File: src/rtl/ftmr_pkg.sv
package ftmr_pkg;

    typedef enum logic [2:0] {
        ST_POR     = 3'd0,
        ST_RUN     = 3'd1,
        ST_COOL_DN = 3'd2,
        ST_COOL_UP = 3'd3,
        ST_DRAIN   = 3'd4,
        ST_FLUSH   = 3'd5
    } ft_state_e;

    typedef enum logic [2:0] {
        OP_HOLD    = 3'd0,
        OP_DOWN    = 3'd1,
        OP_UP_SLOW = 3'd2,
        OP_UP_FAST = 3'd3,
        OP_CLEAR   = 3'd4
    } acc_op_e;

endpackage

File: src/rtl/ftmr_opsel.sv
module ftmr_opsel
    import ftmr_pkg::*;
(
    input  ft_state_e state_q,
    input  logic      por_release,
    input  logic      in_current_limit,
    input  logic      gate_below_threshold,
    input  logic      drain_above_cl_switch,
    output acc_op_e   op
);

    always_comb begin
        op = OP_HOLD;
        if (por_release) begin
            unique case (state_q)
                ST_RUN: begin
                    if (!in_current_limit)         op = OP_DOWN;
                    else if (!gate_below_threshold) op = OP_HOLD;
                    else if (drain_above_cl_switch) op = OP_UP_FAST;
                    else                            op = OP_UP_SLOW;
                end
                ST_COOL_DN, ST_DRAIN: op = OP_DOWN;
                ST_COOL_UP:           op = OP_UP_SLOW;
                ST_FLUSH:             op = OP_CLEAR;
                default:              op = OP_HOLD;
            endcase
        end
    end

endmodule

File: src/rtl/ftmr_accum.sv
module ftmr_accum
    import ftmr_pkg::*;
#(
    parameter int FULL_SCALE = 1536,
    parameter int DOWN_STEP  = 2,
    parameter int UP_SLOW    = 10,
    parameter int UP_FAST    = 50,
    parameter int AW         = $clog2(FULL_SCALE + 1)
) (
    input  logic          clk,
    input  logic          rst_n,
    input  acc_op_e       op,
    output logic [AW-1:0] acc_next,
    output logic [AW-1:0] acc_q
);

    localparam logic [AW-1:0] FULLV = AW'(FULL_SCALE);
    localparam logic [AW-1:0] DSTEP = AW'(DOWN_STEP);
    localparam logic [AW-1:0] SSTEP = AW'(UP_SLOW);
    localparam logic [AW-1:0] FSTEP = AW'(UP_FAST);

    logic [AW-1:0] acc_d;

    always_comb begin
        acc_d = acc_q;
        unique case (op)
            OP_DOWN:    acc_d = (acc_q > DSTEP) ? acc_q - DSTEP : '0;
            OP_UP_SLOW: acc_d = (acc_q > FULLV - SSTEP) ? FULLV : acc_q + SSTEP;
            OP_UP_FAST: acc_d = (acc_q > FULLV - FSTEP) ? FULLV : acc_q + FSTEP;
            OP_CLEAR:   acc_d = '0;
            default:    acc_d = acc_q;
        endcase
    end

    assign acc_next = acc_d;

    always_ff @(posedge clk or negedge rst_n) begin
        if (!rst_n) acc_q <= '0;
        else        acc_q <= acc_d;
    end

    // level never leaves [0, full scale]
    a_r10_acc_range: assert property (@(posedge clk) disable iff (!rst_n)
        acc_q <= FULLV);

    // a hold leaves the level untouched
    a_r2_hold_stable: assert property (@(posedge clk) disable iff (!rst_n)
        op == OP_HOLD |=> $stable(acc_q));

    // flush empties the accumulator in one clock
    a_r7_flush_zero: assert property (@(posedge clk) disable iff (!rst_n)
        op == OP_CLEAR |=> acc_q == '0);

endmodule

File: src/rtl/ftmr_seq.sv
module ftmr_seq
    import ftmr_pkg::*;
#(
    parameter int FULL_SCALE = 1536,
    parameter int NUM_CYCLES = 64,
    parameter int AW         = $clog2(FULL_SCALE + 1),
    parameter int CW         = $clog2(NUM_CYCLES + 1)
) (
    input  logic          clk,
    input  logic          rst_n,
    input  logic          por_release,
    input  logic          drain_above_timer_switch,
    input  logic          uven_toggle,
    input  logic [AW-1:0] acc_next,
    input  logic [AW-1:0] acc_q,
    output ft_state_e     state_q,
    output logic          timeout,
    output logic          restart_ok,
    output logic [CW-1:0] cycle_count
);

    localparam logic [AW-1:0] LVL_FULL = AW'(FULL_SCALE);
    localparam logic [AW-1:0] LVL_HALF = AW'(FULL_SCALE / 2);
    localparam logic [AW-1:0] LVL_LOW  = AW'(FULL_SCALE / 3);
    localparam logic [CW-1:0] LAST_CYC = CW'(NUM_CYCLES - 1);

    typedef struct packed {
        ft_state_e     st;
        logic [CW-1:0] cnt;
        logic          tog;
    } seq_t;

    seq_t s_d, s_q;
    logic [AW-1:0] trip_lvl;
    logic          tog_now;

    always_comb begin
        s_d      = s_q;
        trip_lvl = drain_above_timer_switch ? LVL_HALF : LVL_FULL;
        tog_now  = s_q.tog | uven_toggle;
        if (!por_release) begin
            s_d.st  = ST_POR;
            s_d.cnt = '0;
            s_d.tog = 1'b0;
        end else begin
            unique case (s_q.st)
                ST_POR: s_d.st = (acc_q < LVL_LOW) ? ST_RUN : ST_COOL_DN;
                ST_RUN: if (acc_next >= trip_lvl) s_d.st = ST_COOL_DN;
                ST_COOL_DN: begin
                    s_d.tog = tog_now;
                    if (acc_next <= LVL_LOW) s_d.st = ST_COOL_UP;
                end
                ST_COOL_UP: begin
                    s_d.tog = tog_now;
                    if (acc_next == LVL_FULL) begin
                        if (s_q.cnt == LAST_CYC) begin
                            s_d.cnt = '0;
                            s_d.tog = 1'b0;
                            s_d.st  = tog_now ? ST_FLUSH : ST_DRAIN;
                        end else begin
                            s_d.cnt = s_q.cnt + 1'b1;
                            s_d.st  = ST_COOL_DN;
                        end
                    end
                end
                ST_DRAIN: if (acc_next == '0) s_d.st = ST_RUN;
                ST_FLUSH: s_d.st = ST_RUN;
                default:  s_d.st = ST_POR;
            endcase
        end
    end

    always_ff @(posedge clk or negedge rst_n) begin
        if (!rst_n) s_q <= '{st: ST_POR, cnt: '0, tog: 1'b0};
        else        s_q <= s_d;
    end

    assign state_q     = s_q.st;
    assign cycle_count = s_q.cnt;
    assign restart_ok  = (s_q.st == ST_RUN);
    assign timeout     = (s_q.st == ST_COOL_DN) || (s_q.st == ST_COOL_UP) ||
                         (s_q.st == ST_DRAIN)   || (s_q.st == ST_FLUSH);

    // never both flags
    a_r11_exclusive: assert property (@(posedge clk) disable iff (!rst_n)
        !(timeout && restart_ok));

    // counter only moves forward by one or wraps back to zero
    a_r5_count_step: assert property (@(posedge clk) disable iff (!rst_n)
        cycle_count != $past(cycle_count) |->
            (cycle_count == $past(cycle_count) + 1'b1) || (cycle_count == '0));

    // counter bounded by the last cycle index
    a_r5_count_bound: assert property (@(posedge clk) disable iff (!rst_n)
        cycle_count <= LAST_CYC);

    // reset-hold forces both flags low on the next clock
    a_r8_por_quiet: assert property (@(posedge clk) disable iff (!rst_n)
        !por_release |=> !timeout && !restart_ok && cycle_count == '0);

endmodule

File: src/rtl/fault_timer_retry.sv
module fault_timer_retry
    import ftmr_pkg::*;
#(
    parameter int FULL_SCALE = 1536,
    parameter int NUM_CYCLES = 64,
    parameter int DOWN_STEP  = 2,
    parameter int UP_SLOW    = 10,
    parameter int UP_FAST    = 50,
    localparam int CW        = $clog2(NUM_CYCLES + 1)
) (
    input  logic          clk,
    input  logic          rst_n,
    input  logic          in_current_limit,
    input  logic          gate_below_threshold,
    input  logic          drain_above_cl_switch,
    input  logic          drain_above_timer_switch,
    input  logic          uven_toggle,
    input  logic          por_release,
    output logic          timeout,
    output logic          restart_ok,
    output logic [CW-1:0] cycle_count
);

    localparam int AW = $clog2(FULL_SCALE + 1);

    ft_state_e     state_q;
    acc_op_e       op;
    logic [AW-1:0] acc_next;
    logic [AW-1:0] acc_q;

    ftmr_opsel u_opsel (
        .state_q              (state_q),
        .por_release          (por_release),
        .in_current_limit     (in_current_limit),
        .gate_below_threshold (gate_below_threshold),
        .drain_above_cl_switch(drain_above_cl_switch),
        .op                   (op)
    );

    ftmr_accum #(
        .FULL_SCALE(FULL_SCALE),
        .DOWN_STEP (DOWN_STEP),
        .UP_SLOW   (UP_SLOW),
        .UP_FAST   (UP_FAST),
        .AW        (AW)
    ) u_accum (
        .clk     (clk),
        .rst_n   (rst_n),
        .op      (op),
        .acc_next(acc_next),
        .acc_q   (acc_q)
    );

    ftmr_seq #(
        .FULL_SCALE(FULL_SCALE),
        .NUM_CYCLES(NUM_CYCLES),
        .AW        (AW),
        .CW        (CW)
    ) u_seq (
        .clk                     (clk),
        .rst_n                   (rst_n),
        .por_release             (por_release),
        .drain_above_timer_switch(drain_above_timer_switch),
        .uven_toggle             (uven_toggle),
        .acc_next                (acc_next),
        .acc_q                   (acc_q),
        .state_q                 (state_q),
        .timeout                 (timeout),
        .restart_ok              (restart_ok),
        .cycle_count             (cycle_count)
    );

endmodule

File: config.mk
export PLATFORM = sky130hd
export DESIGN_NAME = fault_timer_retry
export DESIGN_NICKNAME = d
export VERILOG_FILES = /design/src/rtl/ftmr_pkg.sv /design/src/rtl/ftmr_opsel.sv /design/src/rtl/ftmr_accum.sv /design/src/rtl/ftmr_seq.sv /design/src/rtl/fault_timer_retry.sv
export SDC_FILE = /design/constraint.sdc
export NUM_CORES = 1
export LEC_CHECK = 0
export ABC_AREA = 1
export CAP_MARGIN = 10
export CORE_ASPECT_RATIO = 2
export CORE_UTILIZATION = 54
export DETAILED_ROUTE_END_ITERATION = 16
export PLACE_DENSITY = 0.79
export SYNTH_ARGS = -nofsm -noshare
export SYNTH_HDL_FRONTEND = slang
export SYNTH_SLANG_ARGS = --single-unit
File: constraint.sdc
create_clock -name clk -period 2.6 [get_ports clk]
set_input_delay 0.26 -clock clk [delete_from_list [all_inputs] [get_ports clk]]
set_output_delay 0.26 -clock clk [all_outputs]
set_load 0.1 [all_outputs]
==> flow_summary.ini, run 1 <==
[power]
power_density_nw_per_um2 = 1050
max-vdd-ir-drop_mv = 0.966
p_leak_nw = 1.68

[critical_path]
cpPeakStageDelay_ns = 0.40
path_common_cell = nand2_2
path_cells = inv_2 > nand2_1 > nor2_1 > nand3_1 > nand2_1 > nand2_2 > buf_4 > nand3_1 > nand4_1 > nor2_2 > nand2_2 > nor2_4 > nand2_4 > nor2_8 > inv_4 > nand2_4 > inv_4 > nand2_2 > o21ai_1
r2r_start = u_accum.acc_q[9]
cp_max_fo = 8
setup.worst_path.start = u_accum.acc_q[9]
cp-end-kind = flop
cp_num_buf_inv = 4
cp.arrival_ns = 2.72
path_delay_family = simple AND/OR/NAND/NOR gates
criticalPathCategory = reg -> reg
start_kind = flop
crit_slowest_cell = dfrtp_1
required_ns = 2.76

[logic_synthesis]
synthAdderAreaFrac_pct = 4.07
ys_warn_count = 0
yosysTopAreaCell = dfrtp_1
syn_area_um2 = 2460
synthSimpleGateAreaFrac_pct = 49.3
synthCells = 386
syn_nets = 402
yosys.area_share.xor_xnor_pct = 5.70
ys_ff_latch = 22
synth_top_area_share_pct = 22.4
synthTopCellsByArea = dfrtp_1 22%, nand2_1 14%, nand3_1 10%
avgSynthCellArea_um2 = 6.37
synthMuxAreaShare_pct = 0.407
ys_seq_area_share_pct = 22.4
synth_cell_types = 35
synth_top_family_by_area = simple AND/OR/NAND/NOR gates
synth_compound_area_share_pct = 6.06

[floorplan]
die_h_um = 97.4
die_area_um2 = 4840
die_x_um = 49.7
ios = 17
rows = 34
coreArea_um2 = 4340
start_util_pct = 56.6

[detailed_routing]
drc = 0
ant_nets = 0
dr.pass1.iters = 5
wl_um = 7730
route.detailed.wl_per_inst_um = 15.7
vias = 2800
vias_per_cell = 5.68
drt_iter0_drc = 112

[grt]
antenna_found_initial = 0
grt_usage_pct = 31.6
grt_pass1_wl_um = 11800
grt_overflow = 0
grt_pass1_vias = 2701
grt_max_degree = 23

[final_layout]
finalNonFillerCells = 493
final_common_cell = nand2_1
final_cell_mix = 82 x nand2_1, 50 x buf_4, 43 x nand3_1
drive_gt1_share_pct = 32.6
syn2layout_area_growth_pct = 29.8
nets = 456
n_antenna_cell = 0

[sta]
skew_ns = 0.00450
hold_ws_ns = 0.356
hold_violations = 0
setup_viol = 0
rsz0062_at_grt = true
fin_ws_ns = 0.0390
fmax_mhz = 390
tightestPinTransition_ns = 0.309
slew_headroom_pct = 79.2
fin_crit_ns = 2.56
min_period_over_period_pct = 98.5
slew_viol_final = 0

[clocking]
cts_buffers = 3
cts_tree = yes
cts.sinks = 22
clock_latency_ns = 0.26
cts-root-buf = clkbuf_8
htree_levels = 1
cts.reportedPaths.clkPinSlew_ns = 0.08
cts_buffer_depth = 2

[job]
cap_violations = 0

[status]
status = completed

[worst_hold_path]
hold_class = in -> async

[place]
pre_cts_slack_ns = -0.0835
gp_congestion = 1.04
place_inst = 477
dpl.hpwl_um = 6010
io_buffers = 16
final timing paths:
check                                  endpoint  cells after the start  slack (ns)
setup / recovery           u_seq.cycle_count[2]                     19        0.04
hold / removal             u_seq.cycle_count[4]                      2        0.36
setup reg to reg           u_seq.cycle_count[2]                     19        0.04
hold reg to reg            u_seq.cycle_count[1]                      2        0.55
max in group asynchronous      u_accum.acc_q[7]                      2        1.98
min in group clk           u_seq.cycle_count[1]                      2        0.55
where the power goes:
part           internal, mW  total, mW  switching [mW]
logic                 0.961       2.45            1.48
registers             0.438      0.581           0.143
clock network         0.206      0.322           0.116
layout make-up:
type | count | area, um^2
tap | 54 | 67.6
timing repair buffer | 62 | 519
clock buffer | 3 | 41.3
fill | 349 | 1150
multi-input combinational | 297 | 1760
sequential | 22 | 562
clock inverter | 1 | 30.0
inverter | 54 | 210
through the flow:
stage / instance area (um^2) / power [mW] / utilization (%) / TNS (ns)
after floorplan: 2460 / 1.93 / - / 0
after global placement: 2850 / 2.61 / 65.7 / 0
after detailed placement: 2850 / 2.63 / 65.7 / -0.453
after CTS: 2930 / 2.97 / 67.6 / 0
after global routing: 3190 / 3.56 / 73.5 / -0.738
final: 3190 / 3.35 / 73.5 / 0
synthesized netlist by cell type, drive strengths merged:
master / number
o21ai: 13
dfrtp: 22
ha: 8
nand4: 23
mux2i: 1
nand3b: 3
nor2: 59
a31oi: 1
nand2: 104
nor3: 2
o211ai: 3
o22ai: 3
buf: 13
nor4: 1
a21boi: 1
a21oi: 4
xor2: 15
inv: 54
or2: 2
xnor2: 1
nand3: 53
what timing repair did:
action	in CTS	in global routing
resized for setup	4	53
endpoints found under the setup margin	4	11
pin swaps	0	15
setup buffers	0	12
hold buffers	0	0
flip-flops by register name (all words and copies together) (netlist names):
| name | cells |
|---|---|
| u_seq.state_q | 3 |
| u_accum.acc_q | 11 |
| u_seq.cycle_count | 7 |
| u_seq.s_q | 1 |
routing by layer:
layer | wire length (um) | vias to the layer above | global-route usage [%]
li1 | - | 1350 | -
met1 | 2570 | 1276 | 30.8
met4 | 363 | 0 | 17.4
met2 | 4460 | 131 | 61.4
met5 | 0 | - | 0
met3 | 328 | 43 | 2.19
kinds of logic (layout without fill, tap and decap cells):
kind of cell,Yosys count,after routing
AOI/OAI and AO/OA,25,25
xor gates and xnor gates,16,16
adders and majority gates,8,8
buffers and inverters,67,120
DFF,22,22
muxes,1,1
and+or+nand+nor,247,247
(Power assumes the default switching activity.)
==> run 2, diff against run 1 <==
--- a/config.mk
+++ b/config.mk
@@ -9,6 +9,7 @@
 export CAP_MARGIN = 10
 export CORE_ASPECT_RATIO = 2
 export CORE_UTILIZATION = 54
+export CTS_CLUSTER_DIAMETER = 50
 export DETAILED_ROUTE_END_ITERATION = 16
 export PLACE_DENSITY = 0.79
 export SYNTH_ARGS = -nofsm -noshare
==> results of run 2 <==
Same layout as run 1: the final DEF is identical, and so are final timing and power.
